File: src/rtl/card_data_framer.sv
module card_data_framer #(
  parameter int WIDE8_EN = 1,
  parameter int LEN_W    = 10,
  parameter int BUSY_GAP = 2
) (
  input  logic             clk,
  input  logic             rst_n,
  input  logic [1:0]       width_sel,
  input  logic [LEN_W-1:0] blk_len,
  input  logic             tx_start,
  input  logic [7:0]       tx_data,
  input  logic             tx_valid,
  output logic             tx_ready,
  output logic [7:0]       dat_out,
  output logic [7:0]       dat_oe,
  input  logic [7:0]       dat_in,
  output logic             busy,
  input  logic             rx_en,
  output logic [7:0]       rx_data,
  output logic             rx_valid,
  output logic             rx_done,
  output logic             crc_error
);
  localparam int GAP_W = $clog2(BUSY_GAP + 2);

  function automatic logic [3:0] lanes_of(input logic [1:0] w);
    if (w == 2'd1) return 4'd4;
    if (w == 2'd2 && WIDE8_EN != 0) return 4'd8;
    return 4'd1;
  endfunction

  function automatic logic [7:0] mask_of(input logic [3:0] n);
    logic [8:0] t;
    t = (9'd1 << n) - 9'd1;
    return t[7:0];
  endfunction

  function automatic logic [2:0] last_beat_of(input logic [3:0] n);
    if (n == 4'd8) return 3'd0;
    if (n == 4'd4) return 3'd1;
    return 3'd7;
  endfunction

  function automatic logic [15:0] crc_step(input logic [15:0] c, input logic b);
    return {c[14:0], 1'b0} ^ ((c[15] ^ b) ? 16'h1021 : 16'h0000);
  endfunction

  typedef enum logic [2:0] {T_IDLE, T_ARM, T_START, T_DATA, T_CRC, T_END, T_WATCH} tx_st_t;
  typedef enum logic [1:0] {R_IDLE, R_DATA, R_CRC, R_END} rx_st_t;

  tx_st_t           tst;
  logic [3:0]       t_lanes;
  logic [LEN_W-1:0] t_len, t_acc, t_sent;
  logic [2:0]       t_beat;
  logic [3:0]       t_cnt;
  logic [7:0]       t_sh, hd;
  logic             hd_full;
  logic [15:0]      tcrc [8];
  logic [GAP_W-1:0] gap;

  logic [7:0] t_mask, tx_bits, crc_top;
  logic       t_last, t_more, take, adv, accept;

  assign t_mask  = mask_of(t_lanes);
  assign t_last  = (t_beat == last_beat_of(t_lanes));
  assign t_more  = (t_sent != t_len - LEN_W'(1));
  assign take    = (tst == T_START) || (tst == T_DATA && t_last && t_more && hd_full);
  assign adv     = (tst == T_DATA) && !(t_last && t_more && !hd_full);
  assign tx_bits = (t_sh >> (4'd8 - t_lanes)) & t_mask;
  assign tx_ready = (tst == T_ARM || tst == T_START || tst == T_DATA)
                    && (!hd_full || take) && (t_acc != t_len);
  assign accept  = tx_valid && tx_ready;
  assign busy    = (tst == T_WATCH);
  assign dat_oe  = (tst == T_START || tst == T_DATA || tst == T_CRC || tst == T_END) ? t_mask : 8'h00;

  always_comb begin
    for (int i = 0; i < 8; i++) crc_top[i] = tcrc[i][15];
    crc_top = crc_top & t_mask;
    case (tst)
      T_DATA:  dat_out = tx_bits;
      T_CRC:   dat_out = crc_top;
      T_END:   dat_out = t_mask;
      default: dat_out = 8'h00;
    endcase
  end

  always_ff @(posedge clk or negedge rst_n) begin
    if (!rst_n) begin
      tst     <= T_IDLE;
      t_lanes <= 4'd1;
      t_len   <= '0;
      t_acc   <= '0;
      t_sent  <= '0;
      t_beat  <= '0;
      t_cnt   <= '0;
      t_sh    <= '0;
      hd      <= '0;
      hd_full <= 1'b0;
      gap     <= '0;
      for (int i = 0; i < 8; i++) tcrc[i] <= '0;
    end else begin
      if (accept) begin
        hd      <= tx_data;
        hd_full <= 1'b1;
        t_acc   <= t_acc + LEN_W'(1);
      end else if (take) begin
        hd_full <= 1'b0;
      end
      case (tst)
        T_IDLE: if (tx_start) begin
          t_lanes <= lanes_of(width_sel);
          t_len   <= blk_len;
          t_acc   <= '0;
          t_sent  <= '0;
          tst     <= T_ARM;
        end
        T_ARM: if (hd_full) tst <= T_START;
        T_START: begin
          t_sh   <= hd;
          t_beat <= '0;
          for (int i = 0; i < 8; i++) tcrc[i] <= '0;
          tst    <= T_DATA;
        end
        T_DATA: if (adv) begin
          for (int i = 0; i < 8; i++)
            if (i < int'(t_lanes)) tcrc[i] <= crc_step(tcrc[i], tx_bits[i]);
          if (t_last) begin
            if (t_more) begin
              t_sh   <= hd;
              t_beat <= '0;
              t_sent <= t_sent + LEN_W'(1);
            end else begin
              t_cnt <= '0;
              tst   <= T_CRC;
            end
          end else begin
            t_sh   <= t_sh << t_lanes;
            t_beat <= t_beat + 3'd1;
          end
        end
        T_CRC: begin
          for (int i = 0; i < 8; i++) tcrc[i] <= {tcrc[i][14:0], 1'b0};
          t_cnt <= t_cnt + 4'd1;
          if (t_cnt == 4'd15) tst <= T_END;
        end
        T_END: begin
          gap <= '0;
          tst <= T_WATCH;
        end
        T_WATCH: begin
          if (gap != GAP_W'(BUSY_GAP)) gap <= gap + GAP_W'(1);
          else if (dat_in[0]) tst <= T_IDLE;
        end
        default: tst <= T_IDLE;
      endcase
    end
  end

  rx_st_t           rst_q;
  logic [3:0]       r_lanes;
  logic [LEN_W-1:0] r_len, r_cnt;
  logic [2:0]       r_beat;
  logic [3:0]       r_ccnt;
  logic [7:0]       r_sh;
  logic [15:0]      rcrc [8];

  logic [7:0] r_mask, r_sh_n;
  logic       r_bad;

  assign r_mask = mask_of(r_lanes);
  assign r_sh_n = (r_sh << r_lanes) | (dat_in & r_mask);

  always_comb begin
    r_bad = ((dat_in & r_mask) != r_mask);
    for (int i = 0; i < 8; i++)
      if (i < int'(r_lanes) && rcrc[i] != 16'h0000) r_bad = 1'b1;
  end

  always_ff @(posedge clk or negedge rst_n) begin
    if (!rst_n) begin
      rst_q     <= R_IDLE;
      r_lanes   <= 4'd1;
      r_len     <= '0;
      r_cnt     <= '0;
      r_beat    <= '0;
      r_ccnt    <= '0;
      r_sh      <= '0;
      rx_data   <= '0;
      rx_valid  <= 1'b0;
      rx_done   <= 1'b0;
      crc_error <= 1'b0;
      for (int i = 0; i < 8; i++) rcrc[i] <= '0;
    end else begin
      rx_valid <= 1'b0;
      rx_done  <= 1'b0;
      if (!rx_en) begin
        rst_q <= R_IDLE;
      end else begin
        case (rst_q)
          R_IDLE: if (!dat_in[0]) begin
            r_lanes <= lanes_of(width_sel);
            r_len   <= blk_len;
            r_cnt   <= '0;
            r_beat  <= '0;
            for (int i = 0; i < 8; i++) rcrc[i] <= '0;
            rst_q   <= R_DATA;
          end
          R_DATA: begin
            for (int i = 0; i < 8; i++)
              if (i < int'(r_lanes)) rcrc[i] <= crc_step(rcrc[i], dat_in[i]);
            r_sh <= r_sh_n;
            if (r_beat == last_beat_of(r_lanes)) begin
              rx_data  <= r_sh_n;
              rx_valid <= 1'b1;
              r_beat   <= '0;
              r_cnt    <= r_cnt + LEN_W'(1);
              if (r_cnt == r_len - LEN_W'(1)) begin
                r_ccnt <= '0;
                rst_q  <= R_CRC;
              end
            end else begin
              r_beat <= r_beat + 3'd1;
            end
          end
          R_CRC: begin
            for (int i = 0; i < 8; i++)
              if (i < int'(r_lanes)) rcrc[i] <= crc_step(rcrc[i], dat_in[i]);
            r_ccnt <= r_ccnt + 4'd1;
            if (r_ccnt == 4'd15) rst_q <= R_END;
          end
          R_END: begin
            rx_done   <= 1'b1;
            crc_error <= r_bad;
            rst_q     <= R_IDLE;
          end
          default: rst_q <= R_IDLE;
        endcase
      end
    end
  end


  start_bit_low_chk: assert property (@(posedge clk) disable iff (!rst_n)
    $rose(dat_oe[0]) |-> dat_out == 8'h00);


  end_bit_high_chk: assert property (@(posedge clk) disable iff (!rst_n)
    $fell(dat_oe[0]) |-> $past(dat_out) == $past(dat_oe));


  busy_hold_chk: assert property (@(posedge clk) disable iff (!rst_n)
    (busy && !dat_in[0]) |=> busy);


  done_single_chk: assert property (@(posedge clk) disable iff (!rst_n)
    rx_done |=> !rx_done);


  verdict_with_done_chk: assert property (@(posedge clk) disable iff (!rst_n)
    !$stable(crc_error) |-> rx_done);


  no_ready_when_busy_chk: assert property (@(posedge clk) disable iff (!rst_n)
    busy |-> !tx_ready);
endmodule

File: config.mk
export PLATFORM = sky130hd
export DESIGN_NAME = card_data_framer
export DESIGN_NICKNAME = d
export VERILOG_FILES = /design/src/rtl/card_data_framer.sv
export SDC_FILE = /design/constraint.sdc
export NUM_CORES = 1
export LEC_CHECK = 0
export CORE_MARGIN = 2
export CORE_UTILIZATION = 30
export DETAILED_ROUTE_END_ITERATION = 10
export SYNTH_ARGS = -nofsm -noshare
export SYNTH_HDL_FRONTEND = slang
export SYNTH_SLANG_ARGS = --single-unit
export TNS_END_PERCENT = 5
File: constraint.sdc
create_clock -name clk -period 6.7 [get_ports clk]
set_input_delay 1.34 -clock clk [delete_from_list [all_inputs] [get_ports clk]]
set_output_delay 1.34 -clock clk [all_outputs]
set_load 0.005 [all_outputs]
==> results of run 1 <==
==> logic make-up (layout without fill, tap and decap cells) <==
group                    count (synthesis)  in the layout  synth area share, %
flip-flops                             369            369                 50.9
adder cells (fa/ha/maj)                 25             25                 1.71
AND/OR/NAND/NOR                        798            798                 19.8
multiplexers                           148            148                 8.78
XOR/XNOR                                75             75                 3.62
AO/OA/AOI/OAI                          340            340                 11.2
buffers and inverters                  183            217                 4.02
==> registers in the layout (all words and copies together) (netlist names), 2 cells and up <==
name	cells
gap	2
hd	8
r_beat	3
r_ccnt	4
r_cnt	10
r_lanes	3
r_len	10
r_sh	8
rcrc	128
rst_q	2
rx_data	8
t_acc	10
t_beat	3
t_cnt	4
t_lanes	3
t_len	10
t_sent	10
t_sh	8
tcrc	128
tst	3
==> worst max path at each step <==
stage               depth (start not counted)  startpoint         end  slack (ps)
global placement                            7      tst[1]    tx_ready        1930
finish                                      7      tst[1]    tx_ready        1200
global route                                7      tst[1]    tx_ready        1030
detailed placement                          7      tst[1]    tx_ready        1840
floorplan                                  10  t_lanes[0]  dat_out[6]        2700
CTS                                         7      tst[1]    tx_ready        1220
==> layout by cell type, fill, tap and decap left out, types with 8 or more instances in the layout <==
master and n:
sky130_fd_sc_hd__a21oi_1 74, sky130_fd_sc_hd__a221o_1 8, sky130_fd_sc_hd__a22oi_1 9, sky130_fd_sc_hd__and3_1 8, sky130_fd_sc_hd__buf_4 13, sky130_fd_sc_hd__clkbuf_16 40, sky130_fd_sc_hd__clkbuf_8 14, sky130_fd_sc_hd__clkdlybuf4s50_1 60
sky130_fd_sc_hd__clkinv_2 9, sky130_fd_sc_hd__dfrtp_1 367, sky130_fd_sc_hd__ha_1 23, sky130_fd_sc_hd__inv_1 68, sky130_fd_sc_hd__mux2_2 79, sky130_fd_sc_hd__mux2i_1 67, sky130_fd_sc_hd__nand2_1 485, sky130_fd_sc_hd__nand2b_1 13
sky130_fd_sc_hd__nand3_1 84, sky130_fd_sc_hd__nand3b_1 11, sky130_fd_sc_hd__nand4_1 19, sky130_fd_sc_hd__nor2_1 65, sky130_fd_sc_hd__nor2b_1 12, sky130_fd_sc_hd__nor3_1 14, sky130_fd_sc_hd__nor4_1 31, sky130_fd_sc_hd__o211ai_1 14
sky130_fd_sc_hd__o21ai_0 159, sky130_fd_sc_hd__o31ai_1 11, sky130_fd_sc_hd__or4_1 13, sky130_fd_sc_hd__xnor2_1 53, sky130_fd_sc_hd__xor2_1 22
==> metrics by stage <==
step | power, mW | area, um2 | hold WS [ps]
floorplan | 5.42 | 18200 | 446
global placement | 6.30 | 19500 | 462
detailed placement | 6.40 | 19500 | 470
CTS | 8.70 | 20800 | 483
global route | 9.22 | 20800 | 493
finish | 8.63 | 20800 | 479
==> Yosys cell counts (all sizes together) (31+ instances only) <==
| library cell | count |
|---|---|
| mux2i | 67 |
| clkbuf | 94 |
| nor4 | 31 |
| xnor2 | 53 |
| nand3 | 85 |
| nand2 | 487 |
| inv | 68 |
| o21ai | 162 |
| a21oi | 75 |
| mux2 | 80 |
| nor2 | 65 |
| dfrtp | 367 |
==> critical path, stage by stage (launching register included) <==
cell and delay [ps]:
sky130_fd_sc_hd__dfrtp_1 520, sky130_fd_sc_hd__nor2b_1 560, sky130_fd_sc_hd__nand2_1 770, sky130_fd_sc_hd__a21o_1 450, sky130_fd_sc_hd__a2111o_1 440, sky130_fd_sc_hd__a31o_2 270
sky130_fd_sc_hd__inv_1 80, sky130_fd_sc_hd__clkdlybuf4s50_1 500
==> per-layer routing <==
| layer | part of all wire, % | vias up |
|---|---|---|
| li1 | - | 6658 |
| met1 | 47 | 6738 |
| met2 | 46 | 220 |
| met3 | 4.4 | 68 |
| met4 | 2.5 | 0 |
| met5 | 0 | - |
==> final cells by class <==
cell class / count / area (um2) / area share (%)
clock buffers: 59 / 1210 / 5.82
clock inverters: 14 / 150 / 0.720
inverters: 68 / 255 / 1.22
multi-input cells: 1386 / 8260 / 39.6
flip-flops and latches: 369 / 9240 / 44.3
well taps: 782 / 978 / 4.69
repair buffers: 76 / 753 / 3.61
==> where the power goes <==
group          internal (mW)  switching (mW)  total (mW)
clock                   1.34           0.929        2.27
sequential              2.63           0.536        3.17
combinational           1.24            1.96        3.20
==> qor.log, run 1 <==
INFO  run_status     status=finished, final reports clean
INFO  floorplanning  die_area=0.0625mm2
INFO  clock_network  ctsRootBufferMaster=sky130_fd_sc_hd__clkbuf_16
INFO  placed_design  cell_total_after_placement=2681
INFO  timing         final_critical_path_required_period=5500ps
INFO  placed_design  port_buffers=61
INFO  clock_network  htree_levels=2
INFO  clock_network  cts.repair_timing.setup_buffer_count=0
INFO  final_layout   final_cell_count_no_fill=2754
INFO  clock_network  ctsLongestPathBuffers=3
INFO  final_layout   post-route-util=34.7%
INFO  placed_design  hpwlAfterDp=27.6mm
INFO  global_route   grt_antenna_before_repair=0
INFO  critical_path  cp_data_required_time=5360ps
INFO  placed_design  preCtsSetupSlack=1840ps
INFO  logic_synthesis netlist_area=0.0182mm2
INFO  routing        drtIter0Drc=1089
INFO  global_route   gr-usage-met3=2.51%
INFO  clock_network  cts_repair_resize_count=0
INFO  critical_path  timing.rr.start=tst[1]
INFO  logic_synthesis post_synth_net_total=1995
INFO  logic_synthesis ys_ff_latch=369
INFO  worst_hold_path hold-path-endpoint=gap[0]
INFO  pwr            ir_worst_vdd=269uV
INFO  timing         finClkSkew=24.9ps
INFO  critical_path  timing_worst_setup_path_type=flop to output port
INFO  critical_path  r2r.worst_path.cells=7
INFO  final_layout   final.fill_count=6071
INFO  critical_path  critical_path.reg2reg.endpoint=t_acc[9]
INFO  routing        drt_wl_total=41.9mm
INFO  timing         layout_worst_path_cycle_share=82.2%
INFO  critical_path  endpoint_kind_of_the_worst_setup_timing_path=output port
INFO  routing        viasPerCell=4.97
INFO  logic_synthesis yosys.cell_types.count=72
INFO  logic_synthesis synth_edf_count=0
INFO  global_route   global_route_wire_length_before_repair=70.0mm
INFO  routing        route.detailed.drc=0
INFO  logic_synthesis yosysSeqAreaShare=50.9%
INFO  worst_hold_path hold_depth=1
INFO  routing        route.antenna.remaining_nets=0
INFO  critical_path  rrSetupSlack=2460ps
INFO  global_route   grt_usage=13.4%
INFO  global_route   groute.layer.met2.usage=21.6%
INFO  run            max-cap-violations=0
INFO  clock_network  numClockSinks=369
INFO  logic_synthesis synth.top_cells.by_area=sky130_fd_sc_hd__dfrtp_1, sky130_fd_sc_hd__nand2_1, sky130_fd_sc_hd__mux2_2
INFO  floorplanning  die_y=250um
INFO  placed_design  place.gp.congestion=0.814
INFO  final_layout   area_delta_synth_final=14.8%
INFO  timing         slew_headroom=19.1%
INFO  global_route   global_route.usage.met1=18.3%
INFO  logic_synthesis syn_inst=1938
INFO  logic_synthesis ys.warnings.count=0
INFO  clock_network  clk-insertion-delay-late=570ps
INFO  routing        post_drt_wl_per_cell=15.2um
INFO  timing         setup_slack=1200ps
INFO  pwr            power.static_leakage=9.21nW
INFO  global_route   grt_start_max_net_pins=177
INFO  final_layout   num_antenna_cells=0
INFO  final_layout   fraction_of_final_layout_cells_sized_beyond_drive_strength_1=9.48%
INFO  logic_synthesis yosys.area.top_type_share=50.6%
INFO  timing         fin_tns_setup=0ps
INFO  logic_synthesis dominantRegCellSynth=sky130_fd_sc_hd__dfrtp_1
INFO  critical_path  critPathMaxFanout=24
INFO  global_route   first_global_vias=13400
INFO  critical_path  critPathLaunchType=flop
INFO  floorplanning  core_area=0.0601mm2
INFO  final_layout   design.final.nets=1998
INFO  clock_network  tritoncts=built
INFO  clock_network  tritoncts.num_buffers=40
INFO  pwr            cellPowerDensity=414mW/mm2
INFO  floorplanning  rows=90
INFO  floorplanning  initial_core_utilization=30.2%
INFO  global_route   grt_overflow_total=0
INFO  routing        via_count=13700
INFO  logic_synthesis synth.avg_cell_area=9.37um2
INFO  floorplanning  io_pins=62
INFO  floorplanning  fp.dieW=250um
INFO  clock_network  worst_setup_hold_path_clk_slew=60ps
INFO  clock_network  cts_hold_buf=0
INFO  critical_path  critical_path_arrival=4160ps
INFO  worst_hold_path hold_path.class=flop to flop
INFO  timing         count_of_final_hold_check_violations=0
INFO  routing        dr.pass1.iters=5
INFO  logic_synthesis fraction_of_registers_with_async_set_or_reset_after_synthesis=100%
INFO  worst_hold_path hold_path_startpoint=gap[0]
INFO  timing         slew_at_the_pin_closest_to_its_max_slew_limit=1210ps
INFO  timing         unrepaired_setup_endpoints_after_global_routing=false
INFO  timing         max_freq=0.182GHz
INFO  timing         setup_viol_count_final=0
INFO  logic_synthesis netlist.top_cell.by_area=sky130_fd_sc_hd__dfrtp_1
INFO  timing         final_max_slew_viol_count=0
INFO  global_route   grt-busiest-layer=met2
(Power assumes the default switching activity.)
==> inputs of run 2 (changes only) <==
Clock period 6.7 ns to 4.6 ns, I/O delays scaled along.
==> qor.log, run 2 (same netlist as run 1, synthesis figures left out) <==
INFO  timing         final_critical_path_required_period=4400ps
INFO  floorplanning  fp.dieW=250um
INFO  routing        dr.pass1.iters=5
INFO  timing         layout_worst_path_cycle_share=95.7%
INFO  timing         max_freq=0.227GHz
INFO  final_layout   fraction_of_final_layout_cells_sized_beyond_drive_strength_1=9.79%
INFO  timing         unrepaired_setup_endpoints_after_global_routing=false
INFO  critical_path  r2r.worst_path.cells=9
INFO  critical_path  cpLargestDelayFamily=flip-flops
INFO  global_route   global_route.usage.met1=18.6%
INFO  run_status     status=finished, final reports clean
INFO  timing         setup_viol_count_final=0
INFO  critical_path  worstPathBufferInverterCount=2
INFO  final_layout   area_delta_synth_final=15.5%
INFO  clock_network  numClockSinks=369
INFO  pwr            pwr-share-comb=37.1%
INFO  global_route   first_global_vias=13500
INFO  global_route   groute.layer.met2.usage=22.3%
INFO  clock_network  cts.repair_timing.setup_buffer_count=0
INFO  floorplanning  die_area=0.0625mm2
INFO  final_layout   mostFrequentLayoutCell=sky130_fd_sc_hd__nand2_1
INFO  routing        post_drt_wl_per_cell=15.4um
INFO  global_route   gr-usage-met3=2.11%
INFO  timing         hold-worst-slack=364ps
INFO  critical_path  cp_data_required_time=3680ps
INFO  pwr            cellPowerDensity=607mW/mm2
INFO  floorplanning  core_area=0.0601mm2
INFO  final_layout   reg.largest.list=rcrc (128), tcrc (128)
INFO  pwr            ir_worst_vdd=378uV
INFO  placed_design  hpwlAfterDp=28.2mm
INFO  clock_network  clk-insertion-delay-late=560ps
INFO  floorplanning  io_pins=62
INFO  global_route   grt_start_max_net_pins=97
INFO  routing        drt_wl_total=42.5mm
INFO  clock_network  tritoncts=built
INFO  final_layout   design.final.nets=2010
INFO  critical_path  worst_path_most_repeated_cell=sky130_fd_sc_hd__ha_1
INFO  placed_design  port_buffers=61
INFO  global_route   grt_usage=13.6%
INFO  routing        drtIter0Drc=1028
INFO  critical_path  worst_path_max_delay_cell=sky130_fd_sc_hd__dfstp_4
INFO  clock_network  htree_levels=2
INFO  timing         final_max_slew_viol_count=0
INFO  floorplanning  die_y=250um
INFO  final_layout   layout.cells.most_common_list=sky130_fd_sc_hd__nand2_1, sky130_fd_sc_hd__dfrtp_1, sky130_fd_sc_hd__o21ai_0, sky130_fd_sc_hd__nand3_1, sky130_fd_sc_hd__mux2_2
INFO  global_route   global_route_wire_length_before_repair=70.7mm
INFO  floorplanning  initial_core_utilization=30.2%
INFO  pwr            power.sequential.fraction=36.3%
INFO  clock_network  ctsRootBufferMaster=sky130_fd_sc_hd__clkbuf_16
INFO  critical_path  critical_path.reg2reg.endpoint=t_sh[1]
INFO  critical_path  endpoint_kind_of_the_worst_setup_timing_path=output port
INFO  placed_design  place.gp.congestion=0.837
INFO  timing         slew_headroom=35.7%
INFO  worst_hold_path hold_path.class=input pin to asynchronous set/reset pin
INFO  run            max-cap-violations=0
INFO  critical_path  timing.rr.start=t_len[0]
INFO  timing         count_of_final_hold_check_violations=0
INFO  clock_network  worst_setup_hold_path_clk_slew=60ps
INFO  routing        route.detailed.drc=0
INFO  pwr            net_switching_power=5.02mW
INFO  timing         finClkSkew=19.9ps
INFO  critical_path  critPathLaunchType=flop
INFO  pwr            share_clk_of_total_power=26.6%
INFO  routing        via_count=13700
INFO  critical_path  critical_path_arrival=3480ps
INFO  final_layout   final.fill_count=6052
INFO  floorplanning  rows=90
INFO  global_route   grt-busiest-layer=met2
INFO  pwr            power_report.internal_total=7.71mW
INFO  critical_path  critPathMaxFanout=16
INFO  timing         slew_at_the_pin_closest_to_its_max_slew_limit=956ps
INFO  global_route   grt_antenna_before_repair=0
INFO  timing         fin_tns_setup=0ps
INFO  routing        route.antenna.remaining_nets=0
INFO  clock_network  ctsLongestPathBuffers=3
INFO  critical_path  crit_path_cell_trace=inv_1, ha_1, ha_1, or4b_2, a21oi_1, a21o_1, nor2_1, clkdlybuf4s50_1
INFO  clock_network  tritoncts.num_buffers=42
INFO  global_route   grt_overflow_total=0
INFO  pwr            p_sw_share=39.4%
INFO  final_layout   num_antenna_cells=0
INFO  pwr            power.static_leakage=9.26nW
INFO  critical_path  cp_slowest_stage_delay=740ps
INFO  critical_path  rrSetupSlack=940ps
INFO  critical_path  timing_worst_setup_path_type=flop to output port
INFO  routing        viasPerCell=4.94
## run 2: how the worst max path moves through the flow
stage / start / to / depth (start not counted)
finish: t_lanes[0] / dat_oe[5] / 8
global route: t_lanes[0] / dat_oe[5] / 8
CTS: t_lanes[0] / dat_oe[5] / 8
detailed placement: t_lanes[0] / dat_out[7] / 9
global placement: t_lanes[0] / dat_out[7] / 9
floorplan: t_lanes[0] / dat_out[6] / 10
## run 2: routing by layer
layer / part of all wire, % / vias up
met5: 0 / -
met4: 2.2 / 0
met3: 3.6 / 67
met2: 47 / 238
met1: 47 / 6682
li1: - / 6680
## run 2: final cells by class
cell class / count / area (um2) / share of cell area, %
flip-flops and latches: 369 / 9240 / 44.1
multi-input cells: 1386 / 8270 / 39.4
clock buffers: 58 / 1180 / 5.63
well taps: 782 / 978 / 4.67
repair buffers: 86 / 853 / 4.07
inverters: 68 / 255 / 1.22
clock inverters: 15 / 199 / 0.949
## run 2: through the flow
step	worst slack [ps]	cell area [um2]	total power [mW]	util (%)	cells
final	197	21000	12.7	34.9	2764
after CTS	110	21000	12.8	34.9	2764
after global routing	23.8	21000	13.6	34.9	2764
after global placement	586	19600	9.23	32.6	2691
after floorplan	1020	18200	7.90	-	1938
after detailed placement	562	19600	9.36	32.6	2691
## run 2: power groups by stage
stage | sequential, mW | combinational [mW] | clock (mW)
final | 4.62 | 4.72 | 3.38
after global routing | 4.72 | 5.24 | 3.61
after CTS | 4.60 | 4.74 | 3.48
after detailed placement | 4.65 | 4.71 | 0
after global placement | 4.62 | 4.61 | 0
after floorplan | 4.27 | 3.63 | 0
## run 2: repair_timing
| action | CTS | global route |
|---|---|---|
| pin swaps | 0 | 0 |
| gates resized for setup | 1 | 2 |
| hold buffers | 0 | 0 |
| setup endpoints to repair | 2 | 5 |
==> inputs of run 3 (changes only) <==
Settings changed: HOLD_SLACK_MARGIN set to 0.05, SKIP_CTS_REPAIR_TIMING set to 1.
==> results of run 3 <==
Same layout as run 2: the final DEF is identical, and so are final timing and power.
